--- src/rtl/gdiv_pkg.sv ---
package gdiv_pkg;

    localparam int EFF_W = 12;

    typedef logic [EFF_W-1:0] eff_t;

    typedef struct packed {
        eff_t cnt;
        eff_t div;
        logic act;
        logic out;
    } phase_t;

    function automatic eff_t dec_narrow(input logic [4:0] code);
        return (code == 5'd0) ? eff_t'(32) : eff_t'(code);
    endfunction

    function automatic eff_t dec_wide(input logic [5:0] code);
        if (code[4:0] == 5'd0)
            return eff_t'(64);
        if (code[5])
            return eff_t'({code[4:0], 6'b0});
        return eff_t'(code[4:0]);
    endfunction

    function automatic eff_t hi_len(input eff_t n);
        return (n == eff_t'(1)) ? eff_t'(1) : (n >> 1);
    endfunction

endpackage

--- src/rtl/gdiv_decode.sv ---
module gdiv_decode
    import gdiv_pkg::*;
#(
    parameter bit WIDE  = 1'b0,
    parameter int DIV_W = WIDE ? 6 : 5
) (
    input  logic [DIV_W-1:0] code,
    output eff_t             div
);
    generate
        if (WIDE) begin : g_wide
            assign div = dec_wide(code);
        end else begin : g_narrow
            assign div = dec_narrow(code);
        end
    endgenerate
endmodule

--- src/rtl/gdiv_regs.sv ---
module gdiv_regs #(
    parameter int DIV_W = 5
) (
    input  logic             clk,
    input  logic             rst,
    input  logic             div_we,
    input  logic [DIV_W-1:0] div_code,
    input  logic             gate_we,
    input  logic             gate_val,
    input  logic             boundary,
    output logic [DIV_W-1:0] pend_code,
    output logic             gate_req,
    output logic             busy
);
    always_ff @(posedge clk) begin
        if (rst) begin
            pend_code <= '0;
            gate_req  <= 1'b0;
            busy      <= 1'b0;
        end else begin
            if (gate_we)
                gate_req <= gate_val;
            if (div_we) begin
                pend_code <= div_code;
                busy      <= 1'b1;
            end else if (boundary) begin
                busy <= 1'b0;
            end
        end
    end
endmodule

--- src/rtl/gdiv_phase.sv ---
module gdiv_phase
    import gdiv_pkg::*;
#(
    parameter int RST_DIV = 32
) (
    input  logic clk,
    input  logic rst,
    input  eff_t new_div,
    input  logic gate_req,
    output logic boundary,
    output logic running,
    output logic clk_out,
    output eff_t cur_div
);
    phase_t st;
    phase_t nxt;

    always_comb begin
        boundary = (st.cnt == st.div - eff_t'(1));
        nxt      = st;
        if (boundary) begin
            nxt.div = new_div;
            nxt.act = gate_req;
            nxt.cnt = gate_req ? '0 : new_div - eff_t'(1);
        end else begin
            nxt.cnt = st.cnt + eff_t'(1);
        end
        nxt.out = nxt.act && (nxt.cnt < hi_len(nxt.div));
    end

    always_ff @(posedge clk) begin
        if (rst) begin
            st.cnt <= eff_t'(RST_DIV - 1);
            st.div <= eff_t'(RST_DIV);
            st.act <= 1'b0;
            st.out <= 1'b0;
        end else begin
            st <= nxt;
        end
    end

    assign running = st.act;
    assign clk_out = st.out;
    assign cur_div = st.div;
endmodule

--- src/rtl/gdiv_top.sv ---
module gdiv_top
    import gdiv_pkg::*;
#(
    parameter bit WIDE = 1'b0,
    localparam int DIV_W   = WIDE ? 6 : 5,
    localparam int RST_DIV = 1 << DIV_W
) (
    input  logic             clk,
    input  logic             rst,
    input  logic             div_we,
    input  logic [DIV_W-1:0] div_code,
    input  logic             gate_we,
    input  logic             gate_val,
    output logic             clk_out,
    output logic [7:0]       ctrl_stat,
    output logic [EFF_W-1:0] eff_div
);
    logic [DIV_W-1:0] pend_code;
    logic             gate_req;
    logic             busy;
    logic             boundary;
    logic             running;
    eff_t             new_div;
    eff_t             cur_div;

    gdiv_regs #(.DIV_W(DIV_W)) u_regs (
        .clk       (clk),
        .rst       (rst),
        .div_we    (div_we),
        .div_code  (div_code),
        .gate_we   (gate_we),
        .gate_val  (gate_val),
        .boundary  (boundary),
        .pend_code (pend_code),
        .gate_req  (gate_req),
        .busy      (busy)
    );

    gdiv_decode #(.WIDE(WIDE), .DIV_W(DIV_W)) u_dec (
        .code (pend_code),
        .div  (new_div)
    );

    gdiv_phase #(.RST_DIV(RST_DIV)) u_phase (
        .clk      (clk),
        .rst      (rst),
        .new_div  (new_div),
        .gate_req (gate_req),
        .boundary (boundary),
        .running  (running),
        .clk_out  (clk_out),
        .cur_div  (cur_div)
    );

    assign ctrl_stat = {3'b000, busy, busy, 1'b0, running, gate_req};
    assign eff_div   = cur_div;
endmodule

--- config.mk ---
export PLATFORM = sky130hd
export DESIGN_NAME = gdiv_top
export DESIGN_NICKNAME = d
export VERILOG_FILES = /design/src/rtl/gdiv_pkg.sv /design/src/rtl/gdiv_decode.sv /design/src/rtl/gdiv_regs.sv /design/src/rtl/gdiv_phase.sv /design/src/rtl/gdiv_top.sv
export SDC_FILE = /design/constraint.sdc
export NUM_CORES = 1
export LEC_CHECK = 0
export BUFFER_PORTS_ARGS = -buffer_cell sky130_fd_sc_hd__buf_2
export CORE_MARGIN = 8
export CORE_UTILIZATION = 63
export CTS_CLUSTER_DIAMETER = 30
export DETAILED_ROUTE_END_ITERATION = 8
export PLACE_DENSITY = 0.86
export RECOVER_POWER = 50
export SYNTH_ARGS = -nofsm -noshare
export SYNTH_HDL_FRONTEND = slang
export SYNTH_HIERARCHICAL = 1
export SYNTH_SLANG_ARGS = --single-unit
--- constraint.sdc ---
create_clock -name clk -period 6.5 [get_ports clk]
set_clock_uncertainty 0.2 [all_clocks]
set_input_delay 0.325 -clock clk [delete_from_list [all_inputs] [get_ports clk]]
set_output_delay 0.325 -clock clk [all_outputs]
set_load 0.03 [all_outputs]
After elaboration in Yosys (flattened, before gate mapping)
Index checks and enable logic that the tools add are counted.
- add/sub/neg operators: 3
- order comparisons: 1
- equality and inequality tests: 2
- muxes and demuxes: 7
- reduce and logical (&&, ||, !) cells: 3
- operator list (operator ; count):
    12-bit 2-to-1 mux ; 2
    13-bit 2-to-1 mux ; 1
    12-bit by 1-bit adder with 12-bit output (second input constant) ; 1
    12-bit by 1-bit == test with 1-bit output (second input constant) ; 1
    12-bit == test ; 1
    12-bit < comparator ; 1
    12-bit by 1-bit subtractor with 12-bit output (second input constant) ; 1
    11-bit 2-to-1 mux ; 1
    6-bit by 1-bit subtractor with 7-bit output (second input constant) ; 1
    6-bit 2-to-1 mux ; 1
    5-bit zero test ; 1
    1-bit 2-to-1 mux ; 2
    2-bit nonzero test ; 1
    1-bit logical AND ; 1
- bits in registers: 33
- bits of input ports: 10
- output and inout bits: 21
- logic and storage cells: 23

Depth between registers and ports, before layout
- depth after elaboration: 7
- depth in mapped cells: 18
- mapped depth without buffers: 15

Modules after synthesis
The synthesis kept the hierarchy.
- by module, submodules not included (module ; times used ; cells an instance ; area an instance (um^2) ; sequential area each (um^2)):
    gdiv_phase ; 1 ; 260 ; 2209.6 ; 520.5
    gdiv_regs ; 1 ; 23 ; 249.0 ; 140.1
    gdiv_decode ; 1 ; 14 ; 85.1 ; 0.0
    gdiv_top ; 1 ; 9 ; 63.8 ; 0.0

Worst setup path before layout
OpenSTA, ideal clock, no wires.
- path kind: reg2reg
- start point: reg u_phase.st (netlist bit u_phase/cur_div[0])
- end point: reg u_phase.st (netlist bit u_phase/clk_out)
- library setup time: 103 ps
- arrival: 3457 ps
- slack: 2740 ps
- stages on the path, launching flop included: 19
- clock period less this slack: 3760 ps
- path through: dfxtp_1 -> buf_6 -> inv_1 -> ha_1 -> or3b_1 -> nor4_1 -> o21ai_0 -> o21ai_0 -> o211ai_4 -> buf_6 -> buf_6 -> mux2i_1 -> ha_1 -> a21oi_1 -> nand2_1 -> a31oi_1 -> a21oi_1 -> a211o_1 -> a2111oi_2
- cells in the longest elaborated chain, start to end: 7
- elaborated cells on any way between the ends: 8
- those cells by class: add/sub (1); order compare (1); eq/ne (2); mux (3); reduce/logical (1)
- ends and longest elaborated chain (element ; line ; source):
    from (decl) ; gdiv_phase.sv:15 ; phase_t st;
    from (signal assigned) ; gdiv_phase.sv:38 ; st <= nxt;
    12-bit by 1-bit subtractor with 12-bit output ; gdiv_phase.sv:19 ; boundary = (st.cnt == st.div - eff_t'(1));
    12-bit == test ; gdiv_phase.sv:19 ;
    13-bit 2-to-1 mux ; gdiv_phase.sv:21 ; if (boundary) begin
    12-bit by 1-bit == test with 1-bit output ; gdiv_pkg.sv:27 ; return (n == eff_t'(1)) ? eff_t'(1) : (n >> 1);
    11-bit 2-to-1 mux ; gdiv_pkg.sv:27 ;
    12-bit < comparator ; gdiv_phase.sv:28 ; nxt.out = nxt.act && (nxt.cnt < hi_len(nxt.div));
    1-bit logical AND (*) ; gdiv_phase.sv:28 ;
Every way passes the cells marked *; elsewhere a longest branch is shown, timed or not.
A chain may end at the register's enable or synchronous reset.

==> impl_metrics.tcl <==
set metrics [dict create \
    status "completed" \
    stdcell_count 356 \
    cts_buffers 5 \
    cts_tree "built" \
    period_needed_ns 4.60 \
    die_h_um 80.3 \
    drt_drc_violations_left 0 \
    power_density_nw_per_um2 651 \
    critPathArrivalTime_ns 4.58 \
    p_clk_share_pct 10.1 \
    ys.flop_type "dfxtp_1" \
    synth-async-reset-ratio_pct 0 \
    dp.cells 348 \
    cts_setup_buffers 0 \
    initial_utilization_pct 65.2 \
    cts_buffer_depth 2 \
    p_leak_nw 1.19 \
    crit_type "register to register" \
    swShare_pct 47.3 \
    required_ns 6.48 \
    vias 2072 \
    timing.fmax_mhz 217 \
    grt_pass1_vias 2118 \
    slowest_stage "o211ai_4" \
    h-tree-depth 2 \
    synth_edf_count 0 \
    setup_ws_ns 1.90 \
    setup_violations 0 \
    cp-start-kind "register" \
    fp.dieArea_um2 6450 \
    wl_per_cell_um 16.5 \
    diodes 0 \
    syn_area_per_cell_um2 8.52 \
    pwr-share-seq_pct 20.7 \
    fill_cells 361 \
    grt_usage_pct 18.9 \
    hold_path.class "input pin to register" \
    dr.pass1.iters 4 \
    mostFrequentLayoutCell "nor2_1" \
    syn2layout_area_growth_pct 0.336 \
    io_pins 31 \
    synth_top_area_share_pct 25.3 \
    yosysTopAreaCell "dfxtp_1" \
    synth.distinct_cells 44 \
    synth_warnings 6 \
    crit_chain "inv_1, ha_1, nor3b_1, a21boi_0, o21ai_0, o21ai_0, o211ai_4, mux2_2, ha_1, a21oi_1, nand2_1, a31oi_1, a21oi_1, a211o_1, a2111oi_2" \
    hpwl_mm 4.35 \
    worst_slew_pin_slew_ns 1.27 \
    grt_pass1_wl_mm 9.71 \
    p_switching_mw 0.806 \
    antenna_found_initial 0 \
    ir_worst_vdd_mv 0.399 \
    syn_area_um2 2610 \
    routed_wirelength_mm 5.87 \
    power_frac_comb_pct 69.2 \
    tns_ns 0 \
    clk_latency_ns 0.29 \
    rows 23 \
    core_um2 4000 \
    routed_via_density 5.82 \
    final_nets 328 \
    hold_ws_ns 0.0742 \
    slew_headroom_pct 15.5 \
    internal_power_mw 0.898 \
    multi_input_area_um2 1650 \
    ys_ff_latch 33 \
    synth_seq_area_share_pct 25.3 \
    worstSetupEndpointType "register" \
    fin_crit_sh_pct 70.8 \
    layout.area.seq_um2 661 \
    cts_sinks 33 \
    syn_inst 306 \
    cp_max_fo 26 \
    rsz0062_at_grt "false" \
    crit_path_max_incr_delay_ns 0.87 \
    drtIter0Drc 162 \
    synthTopCellsByArea "dfxtp_1 (25%), mux2i_1 (8.1%), buf_4 (7.5%)" \
    die_x_um 80.3 \
    mostFrequentLayoutCells "nor2_1 (34), dfxtp_1 (33), xnor2_1 (21), mux2i_1 (21), clkbuf_1 (18)" \
    portBuffers 26 \
    hold_buffers 0 \
    hold_viol 0 \
    pre_cts_ws_ns 2.04 \
    drv_cap 0 \
    ant_nets 0 \
    post_cts_resized 0 \
    drv_slew 0 \
    cts_root_buf "clkbuf_8" \
    path_clk_slew_ns 0.07 \
    drive_gt1_share_pct 13.1 \
    grt_start_max_net_pins 34 \
    gp_congestion 0.897 \
    grt-ovfl-total 0 \
]
-- Yosys cell counts (6+ instances only) --
library cell and instances:
a21oi_1 8, buf_4 26, clkbuf_1 10, dfxtp_1 33, ha_1 13, inv_1 8, mux2_2 8, mux2i_1 21
nand2_1 11, nand3_1 8, nor2_1 34, nor2b_1 11, nor3_1 9, nor4_1 7, o21ai_0 8, or2_2 6
xnor2_1 21, xor2_1 13
-- cell families after synthesis --
family / count (synthesis) / share of synthesized area (%)
compound gates: 27 / 6.96
xor+xnor: 34 / 11.4
fa+ha+maj: 13 / 6.24
buf+inv: 50 / 12.4
flops: 33 / 25.3
mux: 32 / 13.2
other cells: 2 / 0.288
simple gates: 115 / 24.1
-- routing by layer --
metal  part of all wire, %  vias up  GRT usage [%]
met5                     0        -              0
met4                   2.4        0           8.18
met3                   5.8       17           3.91
met2                    48       71           32.5
met1                    44      963           21.9
li1                      -     1021              -
-- through the flow --
step | utilization [%] | instance area, um^2 | power, mW
6_report | 65.4 | 2620 | 1.70
5_1_grt | 65.4 | 2620 | 1.82
4_1_cts | 66.0 | 2640 | 1.69
3_5_place_dp | 63.4 | 2540 | 1.49
3_3_place_gp | 63.4 | 2540 | 1.46
2_1_floorplan | - | 2640 | 1.33
-- flip-flops by register name, summed over array words and instances (netlist names) --
name              count
u_phase/running       1
u_phase/st           12
u_regs/busy           1
u_regs/pend_code      5
u_phase/clk_out       1
u_phase/cur_div      12
u_regs/gate_req       1
-- critical path: cells and delay by family (launching register included) --
kind	cells	cell delay, ns
adders and majority gates	2	0.57
DFF	1	0.38
muxes	1	0.43
AOI/OAI and AO/OA	9	2.30
buffers and inverters	1	0.12
and+or+nand+nor	2	0.47
-- worst paths after layout --
| kind | endpoint | slack, ns | start | cells after the start |
|---|---|---|---|---|
| hold / removal | u_regs/pend_code[4]$_SDFFE_PP0P_ | 0.07 | div_code[4] | 3 |
| hold reg to reg | u_regs/busy$_SDFFE_PP0P_ | 0.29 | u_regs/busy$_SDFFE_PP0P_ | 2 |
| setup reg to reg | u_phase/clk_out$_SDFF_PP0_ | 1.90 | u_phase/cur_div[0]$_SDFF_PP0_ | 15 |
| setup / recovery | u_phase/clk_out$_SDFF_PP0_ | 1.90 | u_phase/cur_div[0]$_SDFF_PP0_ | 15 |
-- power by group through the flow --
stage	sequential [mW]	clock, mW	combinational [mW]
3_5_place_dp	0.354	0	1.14
3_3_place_gp	0.351	0	1.11
6_report	0.352	0.172	1.18
4_1_cts	0.350	0.175	1.16
2_1_floorplan	0.316	0	1.01
5_1_grt	0.362	0.181	1.27
-- layout make-up --
| class | instances | area share, % |
|---|---|---|
| well taps | 50 | 2.39 |
| clock inverters | 1 | 0.191 |
| inverters | 8 | 1.15 |
| multi-input cells | 231 | 63.2 |
| repair buffers | 26 | 4.11 |
| clock buffers | 7 | 3.68 |
| flip-flops and latches | 33 | 25.3 |
Note: power is estimated with default switching activity, not from simulation.
